File: config.mk
export PLATFORM = sky130hd
export DESIGN_NAME = tile_stripe_renderer
export DESIGN_NICKNAME = d
export VERILOG_FILES = /design/src/rtl/tsr_pkg.sv /design/src/rtl/tsr_start_bank.sv /design/src/rtl/tsr_stripe_select.sv /design/src/rtl/tsr_tile_rom.sv /design/src/rtl/tile_stripe_renderer.sv
export SDC_FILE = /design/constraint.sdc
export NUM_CORES = 1
export LEC_CHECK = 0
export ABC_AREA = 1
export BUFFER_PORTS_ARGS = -buffer_cell sky130_fd_sc_hd__buf_2
export CAP_MARGIN = 20
export CELL_PAD_IN_SITES_DETAIL_PLACEMENT = 0
export CELL_PAD_IN_SITES_GLOBAL_PLACEMENT = 1
export CORE_AREA = 2 2 142 200
export CTS_CLUSTER_SIZE = 24
export DETAILED_ROUTE_END_ITERATION = 8
export DIE_AREA = 0 0 144 202
export PLACE_DENSITY = 0.84
export SLEW_MARGIN = 15
export SYNTH_ARGS = -nofsm -noshare
export SYNTH_HDL_FRONTEND = slang
export SYNTH_HIERARCHICAL = 1
export SYNTH_SLANG_ARGS = --single-unit
File: constraint.sdc
create_clock -name clk -period 2.7 [get_ports clk]
set_input_delay 0.135 -clock clk [delete_from_list [all_inputs] [get_ports clk]]
set_output_delay 0.135 -clock clk [all_outputs]
set_load 0.05 [all_outputs]
File: src/rtl/tsr_pkg.sv
package tsr_pkg;

  localparam int TILE_LOG2 = 4;

  // Evenly spaced boundary for band i of width w
  function automatic int unsigned tsr_even_start(int unsigned i, int unsigned w);
    return i * w;
  endfunction

  // Texel colour for band k, column x, row y: {R, G, B}
  function automatic logic [23:0] tsr_texel(logic [7:0] k, logic [3:0] x, logic [3:0] y);
    logic [7:0] red;
    logic [7:0] grn;
    logic [7:0] blu;
    red = {y, x};
    grn = {x, y};
    blu = {k[2:0], 5'b0} + {4'b0, x ^ y};
    return {red, grn, blu};
  endfunction

endpackage

File: src/rtl/tsr_start_bank.sv
module tsr_start_bank #(
  parameter int N_STRIPES = 8,
  parameter int HCW       = 11,
  parameter int STRIPE_W  = 80,
  parameter int IDXW      = 3
) (
  input  logic                     clk,
  input  logic                     rst_n,
  input  logic                     wr_en,
  input  logic [IDXW-1:0]          wr_addr,
  input  logic [HCW-1:0]           wr_data,
  input  logic                     frame_load,
  output logic [N_STRIPES*HCW-1:0] live_flat
);

  logic [HCW-1:0] pend_q [N_STRIPES];
  logic [HCW-1:0] live_q [N_STRIPES];

  for (genvar i = 0; i < N_STRIPES; i++) begin : g_slot
    localparam logic [HCW-1:0] RST_VAL = HCW'(tsr_pkg::tsr_even_start(i, STRIPE_W));
    logic hit;
    assign hit = wr_en && (int'(wr_addr) == i);

    always_ff @(posedge clk) begin
      if (!rst_n) begin
        pend_q[i] <= RST_VAL;
        live_q[i] <= RST_VAL;
      end else begin
        if (hit) pend_q[i] <= wr_data;
        if (frame_load) live_q[i] <= pend_q[i];
      end
    end

    assign live_flat[i*HCW +: HCW] = live_q[i];
  end

endmodule

File: src/rtl/tsr_stripe_select.sv
module tsr_stripe_select #(
  parameter int N_STRIPES = 8,
  parameter int HCW       = 11,
  parameter int IDXW      = 3
) (
  input  logic [HCW-1:0]           hcount,
  input  logic [N_STRIPES*HCW-1:0] bounds_flat,
  output logic [IDXW-1:0]          sel_idx,
  output logic [HCW-1:0]           sel_base
);

  logic [IDXW-1:0] idx_c  [N_STRIPES];
  logic [HCW-1:0]  base_c [N_STRIPES];

  assign idx_c[0]  = '0;
  assign base_c[0] = bounds_flat[0 +: HCW];

  // Each later stage overrides the earlier ones when its threshold is crossed
  for (genvar i = 1; i < N_STRIPES; i++) begin : g_chain
    logic [HCW-1:0] thr;
    logic           crossed;
    assign thr      = bounds_flat[i*HCW +: HCW];
    assign crossed  = (hcount >= thr);
    assign idx_c[i]  = crossed ? IDXW'(i) : idx_c[i-1];
    assign base_c[i] = crossed ? thr      : base_c[i-1];
  end

  assign sel_idx  = idx_c[N_STRIPES-1];
  assign sel_base = base_c[N_STRIPES-1];

endmodule

File: src/rtl/tsr_tile_rom.sv
module tsr_tile_rom #(
  parameter int IDXW = 3
) (
  input  logic [IDXW-1:0] tile_idx,
  input  logic [3:0]      col,
  input  logic [3:0]      row,
  output logic [23:0]     rgb
);

  assign rgb = tsr_pkg::tsr_texel(8'(tile_idx), col, row);

endmodule

File: src/rtl/tile_stripe_renderer.sv
module tile_stripe_renderer #(
  parameter int N_STRIPES = 8,
  parameter int H_ACTIVE  = 640,
  parameter int HCW       = 11,
  parameter int VCW       = 11,
  localparam int IDXW     = (N_STRIPES > 1) ? $clog2(N_STRIPES) : 1,
  localparam int STRIPE_W = H_ACTIVE / N_STRIPES
) (
  input  logic            clk,
  input  logic            rst_n,
  input  logic            mode_prog,
  input  logic            in_de,
  input  logic            in_hs,
  input  logic            in_vs,
  input  logic [HCW-1:0]  hcount,
  input  logic [VCW-1:0]  vcount,
  input  logic            wr_en,
  input  logic [IDXW-1:0] wr_addr,
  input  logic [HCW-1:0]  wr_data,
  output logic            out_de,
  output logic            out_hs,
  output logic            out_vs,
  output logic [7:0]      out_r,
  output logic [7:0]      out_g,
  output logic [7:0]      out_b
);

  localparam int TL = tsr_pkg::TILE_LOG2;

  // Named internal events
  logic                     vs_q;
  logic                     frame_load;
  logic [N_STRIPES*HCW-1:0] live_flat;
  logic [N_STRIPES*HCW-1:0] fixed_flat;
  logic [N_STRIPES*HCW-1:0] bounds_flat;
  logic [IDXW-1:0]          sel_idx;
  logic [HCW-1:0]           sel_base;
  logic [HCW-1:0]           col_off;
  logic [23:0]              texel;
  logic                     unused_vhi;

  assign unused_vhi = ^vcount[VCW-1:TL];

  always_ff @(posedge clk) begin
    if (!rst_n) vs_q <= 1'b0;
    else        vs_q <= in_vs;
  end

  assign frame_load = in_vs && !vs_q;

  for (genvar i = 0; i < N_STRIPES; i++) begin : g_fixed
    assign fixed_flat[i*HCW +: HCW] = HCW'(tsr_pkg::tsr_even_start(i, STRIPE_W));
  end

  assign bounds_flat = mode_prog ? live_flat : fixed_flat;

  tsr_start_bank #(
    .N_STRIPES(N_STRIPES), .HCW(HCW), .STRIPE_W(STRIPE_W), .IDXW(IDXW)
  ) u_bank (
    .clk(clk), .rst_n(rst_n), .wr_en(wr_en), .wr_addr(wr_addr),
    .wr_data(wr_data), .frame_load(frame_load), .live_flat(live_flat)
  );

  tsr_stripe_select #(
    .N_STRIPES(N_STRIPES), .HCW(HCW), .IDXW(IDXW)
  ) u_sel (
    .hcount(hcount), .bounds_flat(bounds_flat),
    .sel_idx(sel_idx), .sel_base(sel_base)
  );

  assign col_off = hcount - sel_base;

  tsr_tile_rom #(.IDXW(IDXW)) u_rom (
    .tile_idx(sel_idx), .col(col_off[TL-1:0]), .row(vcount[TL-1:0]), .rgb(texel)
  );

  always_ff @(posedge clk) begin
    if (!rst_n) begin
      out_de <= 1'b0;
      out_hs <= 1'b0;
      out_vs <= 1'b0;
      out_r  <= '0;
      out_g  <= '0;
      out_b  <= '0;
    end else begin
      out_de <= in_de;
      out_hs <= in_hs;
      out_vs <= in_vs;
      if (in_de) {out_r, out_g, out_b} <= texel;
      else       {out_r, out_g, out_b} <= '0;
    end
  end

endmodule

==> results of run 1 <==
## stage by stage
stage               power, mW  setup WS, ns  area (sq um)  instances  setup TNS, ns
floorplan                4.31       -0.0681         10700       1191         -0.177
detailed placement       4.60        -0.607         11600       1634          -4.94
CTS                      7.21        -0.243         12500       1679          -1.60
global placement         4.58        -0.555         11600       1634          -4.46
global route             7.54        -0.508         12700       1686          -3.88
finish                   7.21        -0.287         12700       1686          -1.85
## flip-flops by register name (all words and copies together) (netlist names)
signal,count
out_r,8
out_hs,1
u_bank/pend_q,81
u_bank/live_q,81
out_vs,1
out_de,1
out_g,8
out_b,8
## cell usage in the layout, fill, tap and decap left out, types with 2 or more instances in the layout
cell type	instances
clkinv_8	3
nand2_1	193
clkbuf_16	17
nand2_2	18
buf_12	2
dlygate4sd3_1	8
buf_6	3
buf_2	62
or2_1	20
o21a_1	3
nor2_4	5
a21oi_2	17
nand4_1	14
or3_1	2
inv_1	268
a21oi_1	33
nor3_2	3
inv_6	7
nand3_2	8
nand2_4	3
buf_4	79
dfxtp_1	27
nand3_1	22
o21ai_0	10
nand3_4	8
nor2_2	12
inv_2	30
ha_4	19
nor2_1	169
o21ai_1	8
inv_8	3
and3_1	2
edfxtp_1	162
ha_1	60
## timing repair
item	4_1_cts	5_1_grt
hold buffers	8	0
hold endpoints to repair	10	0
pin swaps	29	35
endpoints found under the setup margin	9	12
buffers inserted	5	7
gates resized for setup	36	46
## report_power, final
part	switching (mW)	leakage [nW]	internal [mW]	total (mW)
registers	0.0481	1.85	3.36	3.41
clock network	1.20	0.297	1.34	2.54
logic	0.777	4.08	0.478	1.25
## worst register-to-register path: cells and delay by family (launching register included)
| family | cells | cell delay [ns] |
|---|---|---|
| adder cells (fa/ha/maj) | 3 | 1.09 |
| buffers and inverters | 6 | 0.32 |
| flip-flops | 1 | 0.33 |
| AO/OA/AOI/OAI | 2 | 0.29 |
| AND/OR/NAND/NOR | 13 | 0.84 |
## final timing paths
kind                                            from                   end  slack, ns  cells after the start
worst max register to register  u_bank/live_q[0][29]              out_b[1]      -0.29                     24
worst min-delay path                      wr_data[4]  u_bank/pend_q[1][15]       0.13                      3
worst min register to register  u_bank/pend_q[1][27]  u_bank/live_q[1][27]       0.51                      1
worst max-delay path            u_bank/live_q[0][29]              out_b[1]      -0.29                     24
## cell type report
| class | count | area, sq um | area share |
|---|---|---|---|
| clock buffer | 17 | 425 | 0.0334 |
| clock inverter | 15 | 189 | 0.0148 |
| inverter | 299 | 1130 | 0.0886 |
| multi-input combinational | 642 | 4060 | 0.319 |
| sequential | 189 | 5410 | 0.425 |
| tap | 370 | 463 | 0.0364 |
| timing repair buffer | 154 | 1060 | 0.0831 |
## routing by layer
metal / track usage / part of all wire / wire, microns
met2: 0.272 / 0.51 / 10800
met1: 0.171 / 0.41 / 8710
met5: 0 / 0 / 0
met4: 0.0872 / 0.053 / 1120
met3: 0.0253 / 0.029 / 626
==> metrics, run 1 <==
failing checks=negative setup slack; Slew Viols, Final=0; pwr/cell area=567 mW/mm^2; DR pass1 iterations=5; skew final=0.0108 ns; unrepaired setup endpoints after global routing=yes; Initial DRC Count=359; Final Hold Vio Count=0; CTS sink count=189; largest net degree at the start of global routing=67; final core occ=0.466; CTS Buf Count=17; Die Span Y=202 microns; Critical Path End Type=flip-flop; worst-path maximum fanout=4; yosys warns=6; drc violations=0; Initial Util=0.388; Layout Nets=1427; I/O Pins=70; most numerous cell on the critical path=nand2_1; Largest stage delay, worst path=0.60 ns; CTS tree=done; GRT Util Overall=0.153; Critical path buffers and inverters=6; fin crit share=1.11; buffers added on ports=62; dpl hpwl=16500 microns; setup ws final=-0.287 ns; Tmin final=2.99 ns; via density per instance=4.31; Cell Area, Synth=0.0106 sq mm; Slowest-stage cell, CP=fa_2; die width=144 microns; gr ovfl total=0; diode count=0; maxcap violations=0; cell family with most CP delay=adder cells; Setup violations, final=9; worst-skew pair later-pin latency=0.45 ns; CP Data Required Time=3.03 ns; maximum root-to-sink buffer count=2; post-route ant nets=0; CTS clk-pin slew, worst paths=0.07 ns; Arr. time, crit path=3.31 ns; htree depth=4; Fin Hold WS=0.128 ns; DR vias=7272; Placer Congestion=0.873; Mapped Cells=1191; first-pass GRT wire length=34000 microns; Mapped Nets=1315; root buf cell=clkbuf_16; drt wl/cell=12.6 microns; fmax=0.335 GHz; Slew @ Worst Pin=0.966 ns; critical path class=flip-flop to flip-flop; cells along the critical path=inv_1 > nand2_1 > inv_1 > ha_1 > nand2_1 > nor2_4 > nand2_1 > a21oi_2 > nor2_4 > inv_2 > nand2_2 > nand3_2 > nand2_1 > nand2_1 > nand2_1 > a21oi_2 > ha_2 > inv_2 > fa_2 > inv_1 > nand2_1 > nand2_1 > inv_1 > nor2_1; fraction of layout cells with a size suffix above 1=0.236; row count=72; core area=0.0273 sq mm; vias in the first global route=6953; maximum vdd drop=0.000478 V; Area Overhead vs Synth=20.3%; final WL=21200 microns; Fill cells=2545; Pleak=6.23 nW; status=finished, violations left; initial antenna violation count=0; Avg Cell Area, Syn=8.89 sq um; Die ar.=0.0291 sq mm; max_slew headroom=0.351; crit start category=flip-flop; Hold Crit Class=input port to flip-flop
Note: power is estimated with default switching activity, not from simulation.
==> run 2: changes to the inputs <==
Settings changed: BUFFER_PORTS_ARGS -buffer_cell sky130_fd_sc_hd__buf_2 to -buffer_cell sky130_fd_sc_hd__clkbuf_2.
==> run 2 against run 1 <==
  * The flow still finishes with violations (negative setup slack)
  * Clock-buffer cell count is 4 higher
  * Flip-flop and latch count stayed put
  * Register-to-register slack improved by 0.02 ns
  * Clock power is 4% lower
  * Global-route usage is 0.28 points higher
  * Hold slack got worse by 0.0012 ns
  * Routed wire length grew 0.54%
  * Critical path depth fell by 1
  * Fmax up 0.64%
  * Die area is the same
  * Highest routed layer unchanged
==> metrics, run 2 (synthesis results as in run 1) <==
cell family with most CP delay=adder cells; CTS Buf Count=17 (unchanged); Slowest-stage cell, CP=edfxtp_1; Die Span Y=202 microns (unchanged); cells along the critical path=nand2_1 > inv_1 > inv_2 > ha_4 > a21oi_2 > o21ai_2 > nand3_1 > nand4_1 > buf_4 > a21oi_2 > nand2_2 > nand2_2 > nand2_2 > a21oi_2 > ha_2 > inv_2 > fa_2 > xor2_2 > inv_1 > nand2_1 > nand2_1 > inv_1 > nor2_1; Power, Total=7.16 mW (-0.71%); largest registers=u_bank/live_q (81), u_bank/pend_q (81); gr ovfl total=0 (unchanged); DR pass1 iterations=4 (-1); Fill cells=2543 (-0.079%); most common cell after layout, fill and taps aside=inv_1; Placer Congestion=0.864 (-0.97%); crit start category=flip-flop; failing checks=negative setup slack; Die ar.=0.0291 sq mm (unchanged); CTS clk-pin slew, worst paths=0.06 ns (about the same); status=finished, violations left; Layout Cells excl Fill=1696 (+0.59%); post-route ant nets=0 (unchanged); Area Overhead vs Synth=21.0%; via density per instance=4.28 (-0.77%); final WL=21400 microns (+0.54%); critical path class=flip-flop to flip-flop; number of placed cells counting well taps=1643 (+0.55%); final core occ=0.469 (+0.00280); root buf cell=clkbuf_16; fmax=0.337 GHz (+0.64%); maximum root-to-sink buffer count=2 (unchanged); vias in the first global route=7107 (+2.2%); row count=72 (unchanged); I/O Pins=70 (unchanged); core area=0.0273 sq mm (unchanged); Final Hold Vio Count=0 (unchanged); unrepaired setup endpoints after global routing=yes; worst-skew pair later-pin latency=0.44 ns (about the same); diode count=0 (unchanged); setup ws final=-0.268 ns (+0.0191 ns); GRT Util Overall=0.156 (+0.00281); worst-path maximum fanout=4 (unchanged); maximum vdd drop=0.000447 V (-6.6%); Slew @ Worst Pin=1.05 ns (+0.0794 ns); dpl hpwl=16400 microns (-0.41%); first-pass GRT wire length=34900 microns (+2.7%); buffers added on ports=62 (unchanged); Setup violations, final=9 (unchanged); Largest stage delay, worst path=0.36 ns (-0.24 ns); Tmin final=2.97 ns (-0.0191 ns); largest net degree at the start of global routing=82 (+22%); die width=144 microns (unchanged); DR vias=7259 (-0.18%); Critical Path End Type=flip-flop; max_slew headroom=0.303 (-0.0486); CP Data Required Time=3.02 ns (about the same); htree depth=4 (unchanged); skew final=0.00724 ns (-0.00352 ns); Critical path buffers and inverters=6 (unchanged); Pleak=6.24 nW (+0.27%); maxcap violations=0 (unchanged); fin crit share=1.10 (-0.00706); Arr. time, crit path=3.28 ns (-0.03 ns); drc violations=0 (unchanged); Slew Viols, Final=0 (unchanged); CTS sink count=189 (unchanged); Layout Nets=1437 (+0.70%); most frequent cells in the layout=264 x inv_1, 189 x nand2_1, 166 x nor2_1; Hold Crit Class=input port to flip-flop; pwr/cell area=559 mW/mm^2 (-1.3%); CTS tree=done; initial antenna violation count=0 (unchanged); Area after DPL=0.0116 sq mm (+0.58%); Initial Util=0.388 (unchanged); Initial DRC Count=298 (-17%); finished layout cell area=0.0128 sq mm (+0.60%); drt wl/cell=12.6 microns (about the same); fraction of layout cells with a size suffix above 1=0.249 (+0.0125)
[run 2: cell types whose count changed in the layout (fill, tap and decap cells not counted), sizes merged]
| cell | previous run | this run |
|---|---|---|
| buf | 146 | 96 |
| bufinv | 1 | 2 |
| clkbuf | 17 | 83 |
| clkinv | 3 | 2 |
| clkinvlp | 1 | 3 |
| dlygate4sd3 | 8 | 6 |
| inv | 309 | 303 |
[run 2: worst min-delay path, delay by kind of cell]
family	cells	cell delay [ns]
buffers and inverters	2	0.21
and+or+nand+nor	1	0.11
[run 2: cell type report]
type                            count  area, sq um  share of cell area
Sequential cell                   189         5410               0.422
Clock buffer                       21          440              0.0344
Timing Repair Buffer              164         1130              0.0886
Tap cell                          370          463              0.0362
Clock inverter                     11          131              0.0103
Inverter                          299         1130              0.0881
Multi-Input combinational cell    642         4100               0.320
[run 2: report_power, final]
| group | switching [mW] | internal (mW) | leakage, nW | total [mW] |
|---|---|---|---|---|
| combinational | 0.797 | 0.511 | 4.12 | 1.31 |
| sequential | 0.0491 | 3.37 | 1.85 | 3.42 |
| clock | 1.06 | 1.38 | 0.270 | 2.43 |
| total | 1.91 | 5.25 | 6.24 | 7.16 |
[run 2: path summary, 6_finish.rpt]
path	startpoint	slack (ns)	cells past startpoint	endpoint
max	u_bank/live_q[0][35]	-0.27	23	out_b[2]
min	wr_data[4]	0.13	3	u_bank/pend_q[1][15]
max reg2reg	u_bank/live_q[0][35]	-0.27	23	out_b[2]
min reg2reg	u_bank/pend_q[1][6]	0.50	1	u_bank/live_q[1][6]
[run 2: what timing repair did]
action,in CTS,in global routing
resized for setup,47,51
endpoints found under the setup margin,9,12
setup buffers,8,7
pin swaps,39,34
endpoints found under the hold margin,11,0
hold buffers,6,0
[run 2: metal layers]
| layer | vias up | track usage | share of wire |
|---|---|---|---|
| met2 | 144 | 0.278 | 0.51 |
| met1 | 3177 | 0.172 | 0.41 |
| met4 | 0 | 0.0844 | 0.051 |
| li1 | 3875 | - | - |
| met3 | 63 | 0.0299 | 0.028 |
| met5 | - | 0 | 0 |
[run 2: metrics by stage]
stage	worst slack, ns	hold slack [ns]	setup TNS (ns)
6_report	-0.268	0.127	-2.02
5_1_grt	-0.469	0.133	-4.03
4_1_cts	-0.246	0.116	-1.78
3_5_place_dp	-0.596	0.322	-4.58
3_3_place_gp	-0.535	0.320	-4.03
2_1_floorplan	-0.0681	0.228	-0.177
